### config.mk
export PLATFORM = sky130hd
export DESIGN_NAME = rxq_flag_gen
export DESIGN_NICKNAME = d
export VERILOG_FILES = /design/src/rtl/rxq_flag_pkg.sv /design/src/rtl/rxq_occupancy_track.sv /design/src/rtl/rxq_sfd_track.sv /design/src/rtl/rxq_flag_gen.sv
export SDC_FILE = /design/constraint.sdc
export NUM_CORES = 1
export LEC_CHECK = 0
export ABC_AREA = 0
export ABC_CLOCK_PERIOD_IN_PS = 4200
export CAP_MARGIN = 20
export CELL_PAD_IN_SITES_DETAIL_PLACEMENT = 1
export CELL_PAD_IN_SITES_GLOBAL_PLACEMENT = 1
export CORE_MARGIN = 2
export CORE_UTILIZATION = 38
export CTS_CLUSTER_DIAMETER = 40
export DETAILED_ROUTE_END_ITERATION = 10
export GPL_TIMING_DRIVEN = 0
export PLACE_DENSITY_LB_ADDON = 0.08
export RECOVER_POWER = 50
export SLEW_MARGIN = 30
export SYNTH_ARGS = -nofsm -noshare
export SYNTH_HDL_FRONTEND = slang
export SYNTH_HIERARCHICAL = 1
export SYNTH_SLANG_ARGS = --single-unit
### constraint.sdc
create_clock -name clk -period 4.2 [get_ports clk]
set_clock_uncertainty 0.05 [all_clocks]
set_input_delay 0.84 -clock clk [delete_from_list [all_inputs] [get_ports clk]]
set_output_delay 0.84 -clock clk [all_outputs]
set_load 0.02 [all_outputs]
### src/rtl/rxq_flag_pkg.sv
package rxq_flag_pkg;

    // Which direction currently owns the delimiter flag.
    typedef enum logic [1:0] {
        SFD_IDLE = 2'd0,
        SFD_RX   = 2'd1,
        SFD_TX   = 2'd2
    } sfd_owner_e;

    // The three pin-level flags as one registered word.
    typedef struct packed {
        logic present;
        logic level;
        logic sfd;
    } rxq_flags_t;

    localparam rxq_flags_t FLAGS_CLEAR = '{present: 1'b0, level: 1'b0, sfd: 1'b0};

    // Next owner of the delimiter flag. A fresh delimiter in an active
    // direction takes priority (receive first), otherwise the current
    // owner is dropped once its direction goes inactive.
    function automatic sfd_owner_e sfd_next(
        input sfd_owner_e cur,
        input logic       rx_on,
        input logic       tx_on,
        input logic       sfd_rx,
        input logic       sfd_tx
    );
        sfd_owner_e nxt;
        nxt = cur;
        if (sfd_rx && rx_on) begin
            nxt = SFD_RX;
        end else if (sfd_tx && tx_on) begin
            nxt = SFD_TX;
        end else if (cur == SFD_RX && !rx_on) begin
            nxt = SFD_IDLE;
        end else if (cur == SFD_TX && !tx_on) begin
            nxt = SFD_IDLE;
        end
        return nxt;
    endfunction

endpackage

### src/rtl/rxq_occupancy_track.sv
module rxq_occupancy_track #(
    parameter int FRM_W = 4,
    parameter int THR_W = 7
) (
    input  logic             clk,
    input  logic             rst,
    input  logic             flush,
    input  logic             ovf_set,
    input  logic             frame_done,
    input  logic             frame_take,
    input  logic             thr_we,
    input  logic [THR_W-1:0] thr_wdata,
    output logic             ovf_nxt,
    output logic             frames_nxt,
    output logic [THR_W-1:0] thr_nxt
);
    localparam logic [FRM_W-1:0] FRM_MAX = {FRM_W{1'b1}};
    localparam logic [FRM_W-1:0] FRM_ONE = FRM_W'(1);

    logic             ovf_q;
    logic [FRM_W-1:0] frm_q;
    logic [FRM_W-1:0] frm_d;
    logic [THR_W-1:0] thr_q;

    always_comb begin
        ovf_nxt = flush ? 1'b0 : (ovf_q | ovf_set);
        frm_d   = frm_q;
        if (flush) begin
            frm_d = '0;
        end else if (frame_done && !frame_take) begin
            if (frm_q != FRM_MAX) frm_d = frm_q + FRM_ONE;
        end else if (frame_take && !frame_done) begin
            if (frm_q != '0) frm_d = frm_q - FRM_ONE;
        end
        thr_nxt    = thr_we ? thr_wdata : thr_q;
        frames_nxt = (frm_d != '0);
    end

    always_ff @(posedge clk) begin
        if (rst) begin
            ovf_q <= 1'b0;
            frm_q <= '0;
            thr_q <= '0;
        end else begin
            ovf_q <= ovf_nxt;
            frm_q <= frm_d;
            thr_q <= thr_nxt;
        end
    end

endmodule

### src/rtl/rxq_sfd_track.sv
module rxq_sfd_track
    import rxq_flag_pkg::*;
(
    input  logic clk,
    input  logic rst,
    input  logic rx_on,
    input  logic tx_on,
    input  logic sfd_rx,
    input  logic sfd_tx,
    output logic sfd_nxt
);
    sfd_owner_e owner_q;
    sfd_owner_e owner_d;

    always_comb begin
        owner_d = sfd_next(owner_q, rx_on, tx_on, sfd_rx, sfd_tx);
        sfd_nxt = (owner_d != SFD_IDLE);
    end

    always_ff @(posedge clk) begin
        if (rst) owner_q <= SFD_IDLE;
        else     owner_q <= owner_d;
    end

endmodule

### src/rtl/rxq_flag_gen.sv
module rxq_flag_gen
    import rxq_flag_pkg::*;
#(
    parameter int CNT_W = 8,
    parameter int THR_W = 7,
    parameter int FRM_W = 4
) (
    input  logic             clk,
    input  logic             rst,
    input  logic [CNT_W-1:0] byte_count,
    input  logic             thr_we,
    input  logic [THR_W-1:0] thr_wdata,
    input  logic             frame_done,
    input  logic             frame_take,
    input  logic             ovf_set,
    input  logic             flush,
    input  logic             rx_on,
    input  logic             tx_on,
    input  logic             sfd_rx,
    input  logic             sfd_tx,
    output logic             data_present,
    output logic             level_hit,
    output logic             sfd_flag
);
    localparam int CMP_W = ((CNT_W > THR_W) ? CNT_W : THR_W) + 1;

    logic             ovf_nxt;
    logic             frames_nxt;
    logic [THR_W-1:0] thr_nxt;
    logic             sfd_nxt;
    logic             above;
    rxq_flags_t       flags_d;
    rxq_flags_t       flags_q;

    rxq_occupancy_track #(
        .FRM_W (FRM_W),
        .THR_W (THR_W)
    ) u_occ (
        .clk        (clk),
        .rst        (rst),
        .flush      (flush),
        .ovf_set    (ovf_set),
        .frame_done (frame_done),
        .frame_take (frame_take),
        .thr_we     (thr_we),
        .thr_wdata  (thr_wdata),
        .ovf_nxt    (ovf_nxt),
        .frames_nxt (frames_nxt),
        .thr_nxt    (thr_nxt)
    );

    rxq_sfd_track u_sfd (
        .clk     (clk),
        .rst     (rst),
        .rx_on   (rx_on),
        .tx_on   (tx_on),
        .sfd_rx  (sfd_rx),
        .sfd_tx  (sfd_tx),
        .sfd_nxt (sfd_nxt)
    );

    always_comb begin
        above           = CMP_W'(byte_count) > CMP_W'(thr_nxt);
        flags_d.present = (byte_count != '0) && !ovf_nxt;
        flags_d.level   = ovf_nxt || frames_nxt || above;
        flags_d.sfd     = sfd_nxt;
    end

    always_ff @(posedge clk) begin
        if (rst) flags_q <= FLAGS_CLEAR;
        else     flags_q <= flags_d;
    end

    assign data_present = flags_q.present;
    assign level_hit    = flags_q.level;
    assign sfd_flag     = flags_q.sfd;

endmodule

==> impl_metrics.csv <==
group,metric,value,unit
layout,fillers,334,
synthesis,avgSynthCellArea,9.285,sq um
global_routing,grtUsageMet2,0.3023,
sta,setup_viol,0,
placement,gp_congestion,0.7768,
placement,portBuffers,27,
synthesis,ys_ff_latch,17,
power_and_ir_drop,power_frac_comb,0.271,
sta,finalSetupTns,0,ns
synthesis,synth_warnings,6,
sta,fin_crit_sh,0.5642,
layout,final_common_cell,"clkdlybuf4s50_1",
synthesis,synth_fa_ha_area_frac,0.1064,
clock_network,clock_path_buffers,2,
power_and_ir_drop,p_per_area,268.6,mW/mm^2
clock_network,cts_made_buffers,3,
route,drt_iter0_drc,3,
power_and_ir_drop,p_seq_frac,0.469,
clock_network,htreeDepth,1,
outcome,outcome,"complete, no violations",
die,rows,19,
global_routing,use_met1,0.1932,
clock_network,cts_resized,0,
global_routing,grt_max_degree,12,
die,die_y,56.78,microns
global_routing,grt_pass1_wl,4153,microns
sta,rsz0062_at_grt,"no",
route,wl,2481,microns
sta,worstMarginPinSlew,0.4321,ns
placement,dp_hpwl,2035,microns
route,num_vias,927,
run,maxCapViolations,0,
global_routing,grtUsageTotal,0.1656,
placement,pre_cts_slack,1.477,ns
layout,final_cell_mix,"clkdlybuf4s50_1, dfxtp_1, nor2b_1",
die,io_pins,29,
route,viasPerCell,5.267,
worst_setup_path,critPathRequiredTime,4.39,ns
clock_network,cts_sinks,17,
route,drt_pass1_iterations,3,
layout,multi_input_area,673.1,sq um
clock_network,clkSlewWorstSetupHoldPaths,0.12,ns
worst_setup_path,cp-start-kind,"input pin",
route,ant_nets,0,
layout,diodes,0,
worst_setup_path,crit_arrival,2.56,ns
clock_network,root_buffer,"clkbuf_4",
layout,design_area,0.001394,sq mm
synthesis,synth.area.mux_share,0.09338,
global_routing,antenna_found_initial,0,
clock_network,cts_hold_buf,0,
die,die_w,56.78,microns
layout,finalNetCount,181,
global_routing,grt_pass1_vias,990,
sta,fmax,0.4220,GHz
power_and_ir_drop,switchingPower,0.0001116,W
hold_path,hold_path_class,"reg2reg",
synthesis,syn_inst,114,
placement,placed_cell_area,0.001368,sq mm
worst_setup_path,critical_path_class,"in2reg",
global_routing,globalRouteMet3Util,0.03226,
clock_network,cts_setup_buffers,0,
layout,area_growth,31.68,%
die,dieArea,0.003224,sq mm
layout,regArea,340.3,sq um
synthesis,ys.flop_type,"dfxtp_1",
synthesis,synth_enable_flop_cells,0,
sta,layout_setup_ws,1.830,ns
die,placeableCoreArea,0.002710,sq mm
power_and_ir_drop,p_int,0.0002628,W
synthesis,synth_compound_area_frac,0.1525,
clock_network,clock_latency,0.31,ns
die,floorplan.initialDensity,0.3906,
worst_setup_path,cp_max_fo,8,
power_and_ir_drop,p_sw_frac,0.2980,
route,drc,0,
sta,min_period,2.370,ns
power_and_ir_drop,vdd_drop_max,0.0001557,V
synthesis,yosysSeqAreaShare,0.3215,
global_routing,grt_overflow,0,
power_and_ir_drop,p_clk_frac,0.259,
synthesis,synth_cell_type_count,40,
layout,drive_gt1_frac,0.1103,
power_and_ir_drop,cellLeakagePower,0.5674,nW
synthesis,synth_nets,149,
synthesis,synth_top_family_by_area,"simple AND/OR/NAND/NOR gates",
synthesis,synth_xor_area_frac,0.02482,
synthesis,synth-simple-area-share,0.2624,
route,avgRoutedWirePerCell,14.10,microns
sta,hold_violations,0,
worst_setup_path,endpoint_kind,"flip-flop",
sta,drv_slew,0,
synthesis,synth.cell_area,0.001059,sq mm
synthesis,synth-async-reset-ratio,0,
sta,worst_slew_margin_rel,0.7119,
global_routing,busiest_layer,"met2",
clock_network,cts_tree,"done",
==> power groups by stage <==
stage	sequential [W]	combinational [W]	clock, W
floorplan	0.000181	0.0000549	0
global placement	0.000179	0.0000990	0
detailed placement	0.000179	0.000103	0
CTS	0.000176	0.000104	0.000104
global route	0.000177	0.000113	0.000107
finish	0.000176	0.000102	0.0000971
==> synthesized netlist by cell type, types with 2 or more instances <==
library cell,instances,area (sq um)
a211oi_1,3,22.52
a211oi_2,2,25.02
a21o_1,2,15.01
clkbuf_1,2,7.510
dfxtp_1,17,340.3
ha_1,9,112.6
inv_1,9,33.78
mux2_2,7,78.83
mux2i_1,2,20.02
nand2_1,5,18.77
nand2b_1,2,12.51
nand3_1,3,15.01
nor2_1,9,33.78
nor2b_1,10,62.56
nor3_1,2,10.01
nor3b_1,2,15.01
nor4_1,2,12.51
o21ai_1,2,10.01
or2b_1,2,15.01
xnor2_1,2,17.52
==> critical path: stages <==
cell and delay, ns:
clkdlybuf4s50_1 0.64, nand2b_1 0.21, nand2b_1 0.15, nor2_1 0.05, or3_1 0.35, o211ai_1 0.13, nor2_1 0.06, a31oi_1 0.13
==> cells by family after synthesis <==
kind of cell	count (synthesis)
adder cells (fa/ha/maj)	9
AND/OR/NAND/NOR	45
flip-flops	17
buffers and inverters	11
multiplexers	9
XOR/XNOR	3
AO/OA/AOI/OAI	20
==> metrics by stage <==
step                hold WS, ns  instances    util   power, W
detailed placement       0.4329        172  0.5046  0.0002829
CTS                      0.4541        176  0.5157  0.0003839
floorplan                0.4054        114       -  0.0002358
global placement         0.4306        172  0.5046  0.0002781
finish                   0.4533        176  0.5143  0.0003743
global route             0.4799        176  0.5143  0.0003966
==> state kept, by name, indices dropped and copies added (netlist names) <==
name	count
u_occ/thr_q	7
u_occ/frm_q	4
u_sfd/owner_q	2
data_present	1
level_hit	1
sfd_flag	1
u_occ/ovf_q	1
==> per-layer routing <==
layer	vias up	part of all wire
met5	-	0
met4	0	0.0036
met3	2	0.038
met2	18	0.51
met1	439	0.45
li1	468	-
==> final timing paths <==
path / start / endpoint / slack, ns / cells after the start
min: u_sfd/owner_q[1]$_SDFF_PP0_ / u_sfd/owner_q[0]$_SDFF_PP0_ / 0.45 / 2
max: frame_take / level_hit$_SDFF_PP0_ / 1.83 / 8
max reg2reg: u_occ/frm_q[1]$_SDFF_PP0_ / level_hit$_SDFF_PP0_ / 2.25 / 9
min reg2reg: u_sfd/owner_q[1]$_SDFF_PP0_ / u_sfd/owner_q[0]$_SDFF_PP0_ / 0.45 / 2
==> final cells by class <==
| cell class | count | share of cell area |
|---|---|---|
| Clock buffer | 3 | 0.01616 |
| Tap cell | 31 | 0.02783 |
| Multi-Input combinational cell | 86 | 0.4829 |
| Inverter | 9 | 0.02424 |
| Sequential cell | 17 | 0.2442 |
| Buffer | 2 | 0.005386 |
| Timing Repair Buffer | 27 | 0.1939 |
| Clock inverter | 1 | 0.005386 |
No activity file was read; power rests on OpenSTA's default activity.
